### config.mk
export PLATFORM = sky130hd
export DESIGN_NAME = acc_cpu
export DESIGN_NICKNAME = d
export VERILOG_FILES = /design/src/rtl/acc_cpu_pkg.sv /design/src/rtl/acc_ring.sv /design/src/rtl/acc_ctrl.sv /design/src/rtl/acc_mem.sv /design/src/rtl/acc_dpath.sv /design/src/rtl/acc_cpu.sv
export SDC_FILE = /design/constraint.sdc
export NUM_CORES = 1
export LEC_CHECK = 0
export CAP_MARGIN = 10
export CORE_AREA = 3 3 249 251
export CTS_BUF_LIST = sky130_fd_sc_hd__clkbuf_8
export DETAILED_ROUTE_END_ITERATION = 7
export DIE_AREA = 0 0 252 254
export PLACE_DENSITY = 0.38
export SKIP_LAST_GASP = 1
export SYNTH_ARGS = -nofsm -noshare
export SYNTH_HDL_FRONTEND = slang
export SYNTH_SLANG_ARGS = --single-unit
### constraint.sdc
create_clock -name clk -period 3.3 [get_ports clk]
set_clock_uncertainty 0.2 [all_clocks]
set_input_delay 0.66 -clock clk [delete_from_list [all_inputs] [get_ports clk]]
set_output_delay 0.66 -clock clk [all_outputs]
set_load 0.05 [all_outputs]
### src/rtl/acc_cpu_pkg.sv
package acc_cpu_pkg;

    localparam int DW        = 8;
    localparam int AW        = 5;
    localparam int OPW       = 3;
    localparam int NT        = 5;
    localparam int MEM_DEPTH = 1 << AW;

    typedef logic [DW-1:0] word_t;
    typedef logic [AW-1:0] addr_t;

    typedef enum logic [OPW-1:0] {
        OP_LDA  = 3'd0,
        OP_ADD  = 3'd1,
        OP_STA  = 3'd2,
        OP_AND  = 3'd3,
        OP_NOT  = 3'd4,
        OP_SHL  = 3'd5,
        OP_MOVP = 3'd6,
        OP_HLT  = 3'd7
    } opcode_e;

    typedef enum logic [2:0] {
        ALU_PASS,
        ALU_ADD,
        ALU_AND,
        ALU_NOT,
        ALU_SHL
    } alu_op_e;

    typedef enum logic [2:0] {
        BUS_NONE,
        BUS_PC,
        BUS_MDR,
        BUS_ACC,
        BUS_ALU
    } bus_src_e;

    typedef struct packed {
        bus_src_e bus_src;
        alu_op_e  alu_op;
        logic     ld_mar;
        logic     ld_mdr;
        logic     pc_inc;
        logic     ld_ir;
        logic     mem_we;
        logic     ld_acc;
        logic     ld_cy;
        logic     ld_p;
        logic     ld_q;
        logic     set_halt;
        logic     last;
    } ctrl_t;

    typedef struct packed {
        word_t res;
        logic  cout;
    } alu_out_t;

    localparam ctrl_t CTRL_IDLE = '{
        bus_src: BUS_NONE, alu_op: ALU_PASS, ld_mar: 1'b0, ld_mdr: 1'b0,
        pc_inc: 1'b0, ld_ir: 1'b0, mem_we: 1'b0, ld_acc: 1'b0, ld_cy: 1'b0,
        ld_p: 1'b0, ld_q: 1'b0, set_halt: 1'b0, last: 1'b0
    };

    function automatic opcode_e op_field(word_t w);
        return opcode_e'(w[DW-1 -: OPW]);
    endfunction

    function automatic addr_t addr_field(word_t w);
        return w[AW-1:0];
    endfunction

    function automatic alu_out_t alu_eval(alu_op_e op, word_t a, word_t b, logic cin);
        alu_out_t       r;
        logic [DW:0]    sum;
        sum    = {1'b0, a} + {1'b0, b};
        r.res  = b;
        r.cout = cin;
        case (op)
            ALU_PASS: r.res = b;
            ALU_ADD:  begin r.res = sum[DW-1:0]; r.cout = sum[DW]; end
            ALU_AND:  r.res = a & b;
            ALU_NOT:  r.res = ~a;
            ALU_SHL:  begin r.res = {a[DW-2:0], 1'b0}; r.cout = a[DW-1]; end
            default:  r.res = b;
        endcase
        return r;
    endfunction

endpackage

### src/rtl/acc_ring.sv
module acc_ring
    import acc_cpu_pkg::*;
#(
    parameter int STATES = NT
) (
    input  logic              clk,
    input  logic              rst,
    input  logic              hold,
    input  logic              restart,
    output logic [STATES-1:0] tstate
);

    logic [STATES-1:0] rotated;
    localparam logic [STATES-1:0] FIRST = STATES'(1);

    generate
        if (STATES > 1) begin : g_rot
            assign rotated = {tstate[STATES-2:0], tstate[STATES-1]};
        end else begin : g_single
            assign rotated = tstate;
        end
    endgenerate

    always_ff @(posedge clk) begin
        if (rst) begin
            tstate <= FIRST;
        end else if (hold) begin
            tstate <= tstate;
        end else if (restart) begin
            tstate <= FIRST;
        end else begin
            tstate <= rotated;
        end
    end

endmodule

### src/rtl/acc_ctrl.sv
module acc_ctrl
    import acc_cpu_pkg::*;
(
    input  logic [NT-1:0] tstate,
    input  word_t         ir,
    input  logic          cy,
    input  logic          halted,
    output ctrl_t         ctl
);

    opcode_e op;
    assign op = op_field(ir);

    always_comb begin
        ctl = CTRL_IDLE;
        if (!halted) begin
            if (tstate[0]) begin
                ctl.bus_src = BUS_PC;
                ctl.ld_mar  = 1'b1;
            end
            if (tstate[1]) begin
                ctl.ld_mdr = 1'b1;
                ctl.pc_inc = 1'b1;
            end
            if (tstate[2]) begin
                ctl.bus_src = BUS_MDR;
                ctl.ld_ir   = 1'b1;
                ctl.ld_mar  = 1'b1;
            end
            if (tstate[3]) begin
                case (op)
                    OP_LDA, OP_ADD, OP_AND: ctl.ld_mdr = 1'b1;
                    OP_STA: begin
                        ctl.bus_src = BUS_ACC;
                        ctl.mem_we  = 1'b1;
                        ctl.last    = 1'b1;
                    end
                    OP_NOT: begin
                        ctl.alu_op  = ALU_NOT;
                        ctl.bus_src = BUS_ALU;
                        ctl.ld_acc  = 1'b1;
                        ctl.last    = 1'b1;
                    end
                    OP_SHL: begin
                        ctl.alu_op  = ALU_SHL;
                        ctl.bus_src = BUS_ALU;
                        ctl.ld_acc  = 1'b1;
                        ctl.ld_cy   = 1'b1;
                        ctl.last    = 1'b1;
                    end
                    OP_MOVP: begin
                        ctl.bus_src = BUS_ACC;
                        ctl.ld_p    = cy;
                        ctl.ld_q    = ~cy;
                        ctl.last    = 1'b1;
                    end
                    default: begin
                        ctl.set_halt = 1'b1;
                        ctl.last     = 1'b1;
                    end
                endcase
            end
            if (tstate[4]) begin
                ctl.bus_src = BUS_ALU;
                ctl.last    = 1'b1;
                case (op)
                    OP_LDA: begin
                        ctl.alu_op = ALU_PASS;
                        ctl.ld_acc = 1'b1;
                    end
                    OP_ADD: begin
                        ctl.alu_op = ALU_ADD;
                        ctl.ld_acc = 1'b1;
                        ctl.ld_cy  = 1'b1;
                    end
                    OP_AND: begin
                        ctl.alu_op = ALU_AND;
                        ctl.ld_acc = 1'b1;
                    end
                    default: ctl.bus_src = BUS_NONE;
                endcase
            end
        end
    end

endmodule

### src/rtl/acc_mem.sv
module acc_mem
    import acc_cpu_pkg::*;
#(
    parameter int DEPTH = MEM_DEPTH
) (
    input  logic  clk,
    input  logic  we,
    input  addr_t waddr,
    input  word_t wdata,
    input  addr_t raddr,
    output word_t rdata,
    input  addr_t maddr,
    output word_t mdata
);

    word_t store [DEPTH];

    always_ff @(posedge clk) begin
        if (we) begin
            store[waddr] <= wdata;
        end
    end

    assign rdata = store[raddr];
    assign mdata = store[maddr];

endmodule

### src/rtl/acc_dpath.sv
module acc_dpath
    import acc_cpu_pkg::*;
(
    input  logic  clk,
    input  logic  rst,
    input  ctrl_t ctl,
    input  word_t mem_rdata,
    output word_t bus,
    output addr_t pc,
    output addr_t mar,
    output word_t mdr,
    output word_t ir,
    output word_t acc,
    output word_t p,
    output word_t q,
    output logic  cy,
    output logic  z,
    output logic  halted
);

    alu_out_t alu;

    assign alu = alu_eval(ctl.alu_op, acc, mdr, cy);

    always_comb begin
        case (ctl.bus_src)
            BUS_PC:  bus = {{(DW-AW){1'b0}}, pc};
            BUS_MDR: bus = mdr;
            BUS_ACC: bus = acc;
            BUS_ALU: bus = alu.res;
            default: bus = '0;
        endcase
    end

    always_ff @(posedge clk) begin
        if (rst) begin
            pc     <= '0;
            mar    <= '0;
            mdr    <= '0;
            ir     <= '0;
            acc    <= '0;
            p      <= '0;
            q      <= '0;
            cy     <= 1'b0;
            z      <= 1'b1;
            halted <= 1'b0;
        end else begin
            if (ctl.pc_inc)   pc     <= pc + addr_t'(1);
            if (ctl.ld_mar)   mar    <= addr_field(bus);
            if (ctl.ld_mdr)   mdr    <= mem_rdata;
            if (ctl.ld_ir)    ir     <= bus;
            if (ctl.ld_acc) begin
                acc <= bus;
                z   <= (bus == '0);
            end
            if (ctl.ld_cy)    cy     <= alu.cout;
            if (ctl.ld_p)     p      <= bus;
            if (ctl.ld_q)     q      <= bus;
            if (ctl.set_halt) halted <= 1'b1;
        end
    end

endmodule

### src/rtl/acc_cpu.sv
module acc_cpu
    import acc_cpu_pkg::*;
(
    input  logic          clk,
    input  logic          rst,
    input  logic          ld_we,
    input  logic [AW-1:0] ld_addr,
    input  logic [DW-1:0] ld_data,
    output logic [DW-1:0] mon_data,
    output logic [AW-1:0] pc_o,
    output logic [DW-1:0] acc_o,
    output logic [DW-1:0] p_o,
    output logic [DW-1:0] q_o,
    output logic          cy_o,
    output logic          z_o,
    output logic          halted_o
);

    logic [NT-1:0] tstate;
    ctrl_t         ctl;
    word_t         bus;
    word_t         mem_rdata;
    addr_t         mar;
    word_t         mdr;
    word_t         ir;
    logic          mem_we;
    addr_t         mem_waddr;
    word_t         mem_wdata;

    assign mem_we    = rst ? ld_we   : ctl.mem_we;
    assign mem_waddr = rst ? ld_addr : mar;
    assign mem_wdata = rst ? ld_data : bus;

    acc_ring #(.STATES(NT)) ring_i (
        .clk     (clk),
        .rst     (rst),
        .hold    (halted_o),
        .restart (ctl.last),
        .tstate  (tstate)
    );

    acc_ctrl ctrl_i (
        .tstate (tstate),
        .ir     (ir),
        .cy     (cy_o),
        .halted (halted_o),
        .ctl    (ctl)
    );

    acc_mem #(.DEPTH(MEM_DEPTH)) mem_i (
        .clk   (clk),
        .we    (mem_we),
        .waddr (mem_waddr),
        .wdata (mem_wdata),
        .raddr (mar),
        .rdata (mem_rdata),
        .maddr (ld_addr),
        .mdata (mon_data)
    );

    acc_dpath dpath_i (
        .clk       (clk),
        .rst       (rst),
        .ctl       (ctl),
        .mem_rdata (mem_rdata),
        .bus       (bus),
        .pc        (pc_o),
        .mar       (mar),
        .mdr       (mdr),
        .ir        (ir),
        .acc       (acc_o),
        .p         (p_o),
        .q         (q_o),
        .cy        (cy_o),
        .z         (z_o),
        .halted    (halted_o)
    );

endmodule

==> reports/metrics.cfg <==
[setup_path]
cp-end-kind = primary output
setup.worst_path.class = reg -> out
crit_arrival_ns = 2.58
required_ns = 2.44
cp-start-kind = register
path_max_fanout = 2

[timing]
tightest_slew_ns = 0.7207
fin_crit_sh_pct = 104.3
hold_violations = 0
relSlewSlack_pct = 51.00
slew_viol_final = 0
max_freq_mhz = 290.6
fin_ws_ns = -0.1411
tns_ns = -0.9529
period_needed_ns = 3.441
whs_ns = 0.2231
rsz0062_at_grt = yes
setup_viol_count_final = 8

[finish]
final_cells = 1919
nets = 1118
layout_common_cells = edfxtp_1, mux4_2, buf_4, nor2_1, clkbuf_8
syn2layout_area_growth_pct = 26.53
layout_commonest_cell = edfxtp_1
drive_gt1_share_pct = 36.24

[job]
cap_violations = 0

[global_routing]
antenna_found_initial = 3
grt_overflow = 0
grt_pass1_wl_um = 70140
grt_max_degree = 33
gr-usage-all-layers_pct = 15.31
grt_pass1_vias = 9604

[logic_synthesis]
avgSynthCellArea_um2 = 16.58
yosys.area_share.adder_pct = 0.8839
syn-num-nets = 931
yosys.area_share.simple_pct = 5.537
synth-xor-area-share_pct = 0.4086
synth-compound-area-share_pct = 5.245
muxShareOfSynthArea_pct = 26.90
synth_warnings = 0
synth_top_family_by_area = multiplexers
synthCells = 905
synthDistinctLibCells = 61
synth_seq_area_share_pct = 58.31
ys_async_sr_fraction_pct = 0
synth_edf_count = 256
synth_area_um2 = 15000
ys_ff_latch = 309
synth_ff_type = edfxtp_1

[die]
die_x_um = 252
dieArea_um2 = 64010
ios = 56
start_util_pct = 24.95
die_y_um = 254
design.core.area_um2 = 60130
rows = 90

[routing]
first_pass_iters = 5
viasPerCell = 4.847
ant_nets = 0
via_count = 9301
drc_errors = 0
drt-total-wl_um = 49820
drt_iter0_markers = 724
wl_per_cell_um = 25.96

[place]
gp_congestion = 0.7623
numPlacedInstances = 1809
port_buffers = 55
dp_slack_ns = -0.3306
place_hpwl_um = 34210

[power]
total_power_w = 0.009207
p_leak_nw = 6.219
ir_drop_v = 0.0003061
power.density_nw_per_um2 = 485.0

[clocking]
ctsLongestPathBuffers = 3
ctsRootBufferMaster = clkbuf_8
clkLatencyLatePin_ns = 0.69
cts_tree = yes
cts_buffers = 56
clkSinkCount = 309
clk_pin_slew_ns = 0.06
cts_hold_buf = 0
h-tree-depth = 2

[worst_hold_path]
hold_class = in -> reg

[outcome]
violations = negative setup slack
run_status = finished, violations left

-- through the flow --
| step | cell area [µm²] | utilization (%) |
|---|---|---|
| finish | 18980 | 31.57 |
| floorplan | 15040 | - |
| global route | 18980 | 31.57 |
| CTS | 18920 | 31.47 |
| detailed placement | 17570 | 29.22 |
| global placement | 17570 | 29.22 |
-- critical path: stages, from the launching register on --
cell and delay (ns):
edfxtp_1 0.42, mux4_2 0.51, mux4_2 0.52, mux2_4 0.30, buf_6 0.16
-- what timing repair did --
item / CTS / global route
cloned: 2 / 2
setup endpoints to repair: 8 / 103
gates resized for setup: 19 / 4
pin swaps: 0 / 1
buffers inserted: 2 / 1
-- worst paths after layout --
path / startpoint / to / slack, ns / cells past startpoint
setup reg to reg: dpath_i.mdr[0] / mem_i.store[16][6] / 0.19 / 11
hold reg to reg: ring_i.tstate[1] / ring_i.tstate[1] / 0.28 / 2
hold / removal: rst / dpath_i.mar[0] / 0.22 / 2
setup / recovery: mem_i.store[23][4] / mon_data[4] / -0.14 / 4
-- where the power goes --
part / switching [W] / total [W] / internal [W]
Clock: 0.00173 / 0.00393 / 0.00219
Combinational: 0.000509 / 0.000943 / 0.000433
Sequential: 0.0000545 / 0.00434 / 0.00428
Total: 0.00230 / 0.00921 / 0.00691
-- cells in the mapped netlist (3+ instances only) --
master	number	area (µm²)
a31oi_1	3	18.77
a22oi_1	3	22.52
edfxtp_1	256	7687
ha_1	9	112.6
nand3_1	9	45.04
buf_6	8	90.09
mux2_2	12	135.1
nand4_1	3	18.77
clkbuf_1	30	112.6
and2_1	3	18.77
nand2b_1	10	62.56
xor2_1	4	35.03
nor2b_1	3	18.77
buf_1	10	37.54
and3_1	3	18.77
o22ai_1	3	18.77
nor2_1	95	356.6
mux2i_1	29	290.3
or3_1	4	25.02
nand3b_1	4	30.03
o21bai_1	3	22.52
o211ai_1	8	60.06
dfxtp_1	53	1061
inv_1	10	37.54
nand2_1	40	150.1
o221ai_1	3	26.28
mux4_2	158	3558
a211oi_1	22	165.2
o21ai_0	14	70.07
buf_2	18	90.09
a21oi_1	29	145.1
o21a_1	6	45.04
xnor2_1	3	26.28
-- registers in the layout, indices dropped and copies added (netlist names), 3 cells and up --
register	count
dpath_i.acc	8
dpath_i.ir	3
dpath_i.mar	5
dpath_i.mdr	8
dpath_i.p	8
dpath_i.pc	5
dpath_i.q	8
mem_i.store	256
ring_i.tstate	5
-- cell families (layout without fill, tap and decap cells) --
logic type | Yosys count | count (layout)
buf+inv | 78 | 305
simple gates | 184 | 184
xor+xnor | 7 | 7
other cells | 0 | 3
flops | 309 | 309
fa+ha+maj | 10 | 10
compound gates | 116 | 116
mux | 201 | 203
-- cell type report --
type | count | area [µm²]
clock inverter | 42 | 382.9
inverter | 10 | 37.54
multi-input combinational | 520 | 5971
timing repair buffer | 195 | 2053
sequential | 309 | 8756
clock buffer | 58 | 798.3
fill | 5940 | 41150
antenna | 3 | 7.507
tap | 782 | 978.4
-- per-layer routing --
| layer | global-route usage, % | vias to the layer above | routed length, µm |
|---|---|---|---|
| met5 | 0 | - | 0 |
| met4 | 4.071 | 0 | 979 |
| met3 | 2.354 | 67 | 1809 |
| met2 | 26.48 | 204 | 25290 |
| met1 | 20.11 | 4917 | 21730 |
| li1 | - | 4113 | - |
No activity file was read; power rests on OpenSTA's default activity.
